`src/rtl/tm_readset_pkg.sv`:
```
package tm_readset_pkg;
  typedef enum logic [1:0] {
    OP_BEGIN  = 2'd0,
    OP_LOAD   = 2'd1,
    OP_COMMIT = 2'd2,
    OP_ABORT  = 2'd3
  } core_op_e;

  typedef enum logic [1:0] {
    CAUSE_NONE     = 2'd0,
    CAUSE_CONFLICT = 2'd1,
    CAUSE_CAPACITY = 2'd2,
    CAUSE_EXPLICIT = 2'd3
  } abort_cause_e;
endpackage

```
`src/rtl/rs_line_array.sv`:
```
// Per-line valid, tag and read-set mark, with one lookup port for the core
// and one for snoops. The marks are flash-cleared as a group.
module rs_line_array #(
  parameter int IDX_W = 3,
  parameter int TAG_W = 9
) (
  input  logic             clk,
  input  logic             rst_n,
  input  logic [IDX_W-1:0] lk_idx,
  input  logic [TAG_W-1:0] lk_tag,
  input  logic             alloc_en,
  input  logic             mark_en,
  output logic             lk_hit,
  output logic             lk_vic_valid,
  output logic             lk_vic_rd,
  input  logic [IDX_W-1:0] sn_idx,
  input  logic [TAG_W-1:0] sn_tag,
  input  logic             inval_en,
  output logic             sn_hit,
  output logic             sn_rd,
  input  logic             flash_clr
);
  localparam int LINES = 1 << IDX_W;

  logic [LINES-1:0] valid_q;
  logic [LINES-1:0] rd_q;
  logic [TAG_W-1:0] tag_q [LINES];

  for (genvar i = 0; i < LINES; i++) begin : g_line
    logic lk_sel;
    logic sn_sel;
    assign lk_sel = (lk_idx == IDX_W'(i));
    assign sn_sel = (sn_idx == IDX_W'(i));

    always_ff @(posedge clk) begin
      if (!rst_n) begin
        valid_q[i] <= 1'b0;
        rd_q[i]    <= 1'b0;
        tag_q[i]   <= '0;
      end else begin
        if (inval_en && sn_sel) begin
          valid_q[i] <= 1'b0;
        end else if (alloc_en && lk_sel) begin
          valid_q[i] <= 1'b1;
          tag_q[i]   <= lk_tag;
        end

        if (flash_clr || (inval_en && sn_sel)) begin
          rd_q[i] <= 1'b0;
        end else if (mark_en && lk_sel) begin
          rd_q[i] <= 1'b1;
        end else if (alloc_en && lk_sel) begin
          rd_q[i] <= 1'b0;
        end
      end
    end
  end

  always_comb begin
    lk_vic_valid = valid_q[lk_idx];
    lk_vic_rd    = rd_q[lk_idx];
    lk_hit       = valid_q[lk_idx] && (tag_q[lk_idx] == lk_tag);
    sn_hit       = valid_q[sn_idx] && (tag_q[sn_idx] == sn_tag);
    sn_rd        = rd_q[sn_idx];
  end
endmodule

```
`src/rtl/rs_tx_ctrl.sv`:
```
// Transaction state, abort and commit pulses, and the held cause code.
module rs_tx_ctrl
  import tm_readset_pkg::*;
(
  input  logic         clk,
  input  logic         rst_n,
  input  logic         begin_req,
  input  logic         commit_req,
  input  logic         abort_req,
  input  logic         conflict_evt,
  input  logic         capacity_evt,
  output logic         tx_active,
  output logic         abort_pulse,
  output logic         commit_pulse,
  output abort_cause_e abort_cause,
  output logic         flash_clr
);
  logic begin_ok;
  logic commit_ok;
  logic explicit_ok;
  logic abort_evt;

  assign begin_ok    = begin_req && !tx_active;
  assign commit_ok   = commit_req && tx_active;
  assign explicit_ok = abort_req && tx_active;
  assign abort_evt   = conflict_evt || capacity_evt || explicit_ok;
  assign flash_clr   = abort_evt || commit_ok;

  always_ff @(posedge clk) begin
    if (!rst_n) begin
      tx_active    <= 1'b0;
      abort_pulse  <= 1'b0;
      commit_pulse <= 1'b0;
      abort_cause  <= CAUSE_NONE;
    end else begin
      abort_pulse  <= abort_evt;
      commit_pulse <= commit_ok;
      if (abort_evt || commit_ok) begin
        tx_active <= 1'b0;
      end else if (begin_ok) begin
        tx_active <= 1'b1;
      end

      if (conflict_evt) begin
        abort_cause <= CAUSE_CONFLICT;
      end else if (capacity_evt) begin
        abort_cause <= CAUSE_CAPACITY;
      end else if (explicit_ok) begin
        abort_cause <= CAUSE_EXPLICIT;
      end else if (begin_ok) begin
        abort_cause <= CAUSE_NONE;
      end
    end
  end
endmodule

```
`src/rtl/tm_readset_cache.sv`:
```
module tm_readset_cache
  import tm_readset_pkg::*;
#(
  parameter int ADDR_W = 16,
  parameter int OFF_W  = 4,
  parameter int IDX_W  = 3
) (
  input  logic              clk,
  input  logic              rst_n,
  input  logic              req_valid,
  output logic              req_ready,
  input  logic [1:0]        req_op,
  input  logic [ADDR_W-1:0] req_addr,
  output logic              rsp_valid,
  input  logic              rsp_ready,
  output logic              rsp_hit,
  input  logic              snp_valid,
  input  logic [ADDR_W-1:0] snp_addr,
  output logic              tx_active,
  output logic              abort_pulse,
  output logic [1:0]        abort_cause,
  output logic              commit_pulse
);
  localparam int TAG_W = ADDR_W - IDX_W - OFF_W;
  localparam int IDX_LO = OFF_W;
  localparam int TAG_LO = OFF_W + IDX_W;

  core_op_e     op;
  logic         accept;
  logic         ld_acc;
  logic         lk_hit, lk_vic_valid, lk_vic_rd;
  logic         sn_hit, sn_rd;
  logic         capacity_evt, conflict_evt;
  logic         mark_en, alloc_en, inval_en, flash_clr;
  abort_cause_e cause_q;
  logic         unused_offset_bits;

  assign unused_offset_bits = ^{req_addr[OFF_W-1:0], snp_addr[OFF_W-1:0]};

  assign op        = core_op_e'(req_op);
  assign req_ready = !snp_valid && !(rsp_valid && !rsp_ready);
  assign accept    = req_valid && req_ready;
  assign ld_acc    = accept && (op == OP_LOAD);

  assign alloc_en     = ld_acc && !lk_hit;
  assign capacity_evt = alloc_en && tx_active && lk_vic_valid && lk_vic_rd;
  assign mark_en      = ld_acc && tx_active && !capacity_evt;
  assign inval_en     = snp_valid && sn_hit;
  assign conflict_evt = inval_en && sn_rd && tx_active;

  rs_line_array #(.IDX_W(IDX_W), .TAG_W(TAG_W)) u_lines (
    .clk          (clk),
    .rst_n        (rst_n),
    .lk_idx       (req_addr[IDX_LO +: IDX_W]),
    .lk_tag       (req_addr[TAG_LO +: TAG_W]),
    .alloc_en     (alloc_en),
    .mark_en      (mark_en),
    .lk_hit       (lk_hit),
    .lk_vic_valid (lk_vic_valid),
    .lk_vic_rd    (lk_vic_rd),
    .sn_idx       (snp_addr[IDX_LO +: IDX_W]),
    .sn_tag       (snp_addr[TAG_LO +: TAG_W]),
    .inval_en     (inval_en),
    .sn_hit       (sn_hit),
    .sn_rd        (sn_rd),
    .flash_clr    (flash_clr)
  );

  rs_tx_ctrl u_ctrl (
    .clk          (clk),
    .rst_n        (rst_n),
    .begin_req    (accept && (op == OP_BEGIN)),
    .commit_req   (accept && (op == OP_COMMIT)),
    .abort_req    (accept && (op == OP_ABORT)),
    .conflict_evt (conflict_evt),
    .capacity_evt (capacity_evt),
    .tx_active    (tx_active),
    .abort_pulse  (abort_pulse),
    .commit_pulse (commit_pulse),
    .abort_cause  (cause_q),
    .flash_clr    (flash_clr)
  );
  assign abort_cause = cause_q;

  always_ff @(posedge clk) begin
    if (!rst_n) begin
      rsp_valid <= 1'b0;
      rsp_hit   <= 1'b0;
    end else if (ld_acc) begin
      rsp_valid <= 1'b1;
      rsp_hit   <= lk_hit;
    end else if (rsp_ready) begin
      rsp_valid <= 1'b0;
    end
  end
endmodule

```
`config.mk`:
```
export PLATFORM = sky130hd
export DESIGN_NAME = tm_readset_cache
export DESIGN_NICKNAME = d
export VERILOG_FILES = /design/src/rtl/tm_readset_pkg.sv /design/src/rtl/rs_line_array.sv /design/src/rtl/rs_tx_ctrl.sv /design/src/rtl/tm_readset_cache.sv
export SDC_FILE = /design/constraint.sdc
export NUM_CORES = 1
export LEC_CHECK = 0
export BUFFER_PORTS_ARGS = -buffer_cell sky130_fd_sc_hd__buf_2
export CORE_UTILIZATION = 40
export CTS_CLUSTER_DIAMETER = 80
export DETAILED_ROUTE_END_ITERATION = 6
export GPL_ROUTABILITY_DRIVEN = 0
export PLACE_DENSITY = 0.54
export SETUP_SLACK_MARGIN = 0.3
export SYNTH_ARGS = -nofsm -noshare
export SYNTH_HDL_FRONTEND = slang
export SYNTH_SLANG_ARGS = --single-unit
```
`constraint.sdc`:
```
create_clock -name clk -period 4.7 [get_ports clk]
set_input_delay 0.94 -clock clk [delete_from_list [all_inputs] [get_ports clk]]
set_output_delay 0.94 -clock clk [all_outputs]
set_load 0.05 [all_outputs]
```
==> out/qor.yml <==
grtUsageTotal_pct: 25.50
rsz0062_at_grt: "false"
setup_viol: 0
worstMarginPinSlew_ns: 0.9668
grt_max_degree: 39
place_inst: 696
postSynthCellCount: 495
fp.dieH_um: 119.0
hold_viol_final: 0
clock_skew_ns: 0.003880
nFillCells: 1232
synth-simple-area-share_pct: 16.26
die_area_um2: 14150
synth_cell_types: 59
max_freq_mhz: 253.6
fin_crit_ns: 3.943
num_vias: 4357
dp_slack_ns: 0.3976
synth_area_um2: 5473
synth_most_common_cell: "edfxtp_1"
core-area_um2: 13300
cap_violations: 0
synth_nets: 534
drt_drc_violations_left: 0
first_iter_violations: 411
place_area_um2: 5909
finalWorstSetupSlack_ns: 0.7571
synth_top_area_cell: "edfxtp_1"
crit_chain: "buf_2, buf_4, mux2i_1, a22oi_1, and3_1, o22a_1, nand4_2, nor2_1, or4_1, nand2_1"
vdd_drop_max_mv: 0.1930
synthAdderAreaFrac_pct: 0
io_buffers: 38
synthXorXnorAreaFrac_pct: 1.920
leakagePower_nw: 2.206
dp_hpwl_um: 11690
synth_top_family_by_area: "multiplexers"
cts_tree: "yes"
ctsHtreeMaxLevel: 3
synth_compound_area_share_pct: 12.85
synth_top_area_share_pct: 39.51
diodes: 0
ys.flop_type: "edfxtp_1"
clock-sinks: 95
postCtsHoldBufs: 0
status: "complete, no violations"
routedWlPerCell_um: 23.97
muxShareOfSynthArea_pct: 16.55
clk_latency_ns: 0.36
grt_pass1_wl_um: 26430
die_x_um: 119.0
finalNonFillerCells: 712
end_kind: "flip-flop"
p_per_area_nw_per_um2: 321.2
final.setup.tns_ns: 0
hold_class: "reg2reg"
cp_num_buf_inv: 2
path_delay_family: "simple AND/OR/NAND/NOR gates"
initial_utilization_pct: 41.16
postRouteWirelength_um: 17070
nets: 570
drtAntennaViolNets: 0
drive_gt1_share_pct: 24.63
row_count: 42
drt-vias-per-instance: 6.119
hold_slack_ns: 0.4530
synth.yosys.seq_area_share_pct: 47.92
grt_overflow: 0
cpPeakStageDelay_ns: 0.57
cpMaxStageDelayCell: "buf_2"
io-pin-count: 47
synth_edf_count: 72
numCtsBuffers: 9
cts_root_buffer: "clkbuf_16"
crit_fanout: 27
antenna_found_initial: 0
fin_area_um2: 6215
cts_buffer_depth: 2
drv_slew: 0
fin_crit_sh_pct: 83.89
criticalPathCategory: "in2reg"
required_ns: 4.70
cp-start-kind: "input pin"
cts_resized: 0
max_slew_margin_pct: 35.41
dr.pass1.iters: 5
clk_pin_slew_ns: 0.07
arrival_ns: 3.94
synth_common_cells: "edfxtp_1, nor3_1, mux2i_1, nor2_1, nand2_1"
ys_ff_latch: 95
synth_async_sr_flop_share_pct: 0
syn_to_final_growth_pct: 13.56
yosys-top-cells-area: "edfxtp_1, dfxtp_1, mux2i_1"
avgSynthCellArea_um2: 11.06
postCtsSetupBuffers: 0
ys_warn_count: 0
grt_pass1_vias: 4382
-- layout make-up --
cell class / instances / area [um^2] / share of cell area, %
Sequential cell: 95 / 2623 / 42.20
Clock buffer: 9 / 225.2 / 3.624
Tap cell: 176 / 220.2 / 3.543
Clock inverter: 7 / 80.08 / 1.289
Inverter: 6 / 22.52 / 0.3624
Multi-Input combinational cell: 351 / 2604 / 41.90
Timing Repair Buffer: 68 / 440.4 / 7.087
-- placed cells by master (no fill, tap or decap), types with 8 or more instances in the layout --
cell type  Yosys  routed
buf_4         11      28
buf_2         11      38
nor3_1        54      54
dfxtp_1       23      23
mux2i_1       41      41
edfxtp_1      72      72
mux4_2        15      15
mux2_2        14      14
nor2_1        41      41
nand2b_1       8       8
a22oi_1       15      15
a21oi_1       10      10
nand2_1       29      29
o21ai_0        9       9
nor2b_1       10      10
clkbuf_16      0       9
-- stage by stage --
step / util [%] / total power [W]
finish: 46.74 / 0.001996
global route: 46.74 / 0.002054
CTS: 46.74 / 0.002003
detailed placement: 44.45 / 0.001245
global placement: 44.45 / 0.001240
floorplan: - / 0.001147
-- registers in the layout (all words and copies together) (netlist names) --
name / cells
u_lines.rd_q: 8
u_ctrl.commit_pulse: 1
u_lines.tag_q: 72
u_ctrl.tx_active: 1
rsp_hit: 1
u_ctrl.abort_cause: 2
u_ctrl.abort_pulse: 1
u_lines.valid_q: 8
rsp_valid: 1
-- tightest hold or removal path: stages, from the launching register on --
cell     delay (ns)
dfxtp_1        0.31
nand2_1        0.05
a21oi_1        0.05
-- layer usage --
metal  part of all wire, %  up-vias  global-route usage, %
met1                    44     2168                  33.55
met4                   3.6        0                  13.13
li1                      -     1987                      -
met3                   5.3       36                  3.927
met2                    48      166                  40.72
met5                     0        -                      0
-- worst paths after layout --
| path | start | endpoint | slack, ns | cells past startpoint |
|---|---|---|---|---|
| worst min-delay path | rsp_hit | rsp_hit | 0.45 | 2 |
| worst max register to register | u_lines.tag_q[7][4] | u_lines.tag_q[6][8] | 1.76 | 8 |
| worst min register to register | rsp_hit | rsp_hit | 0.45 | 2 |
| worst max-delay path | req_addr[5] | u_lines.tag_q[6][8] | 0.76 | 10 |
-- cell families after synthesis --
logic type | Yosys count
AND/OR/NAND/NOR | 177
flip-flops | 95
multiplexers | 70
AO/OA/AOI/OAI | 92
XOR/XNOR | 12
buffers and inverters | 49
-- where the power goes --
| group | internal (W) | leakage [nW] | switching, W | total [W] |
|---|---|---|---|---|
| clock network | 0.000419 | 0.143 | 0.000349 | 0.000768 |
| registers | 0.000936 | 0.870 | 0.0000203 | 0.000956 |
| logic | 0.000104 | 1.19 | 0.000169 | 0.000272 |
(Power assumes the default switching activity.)
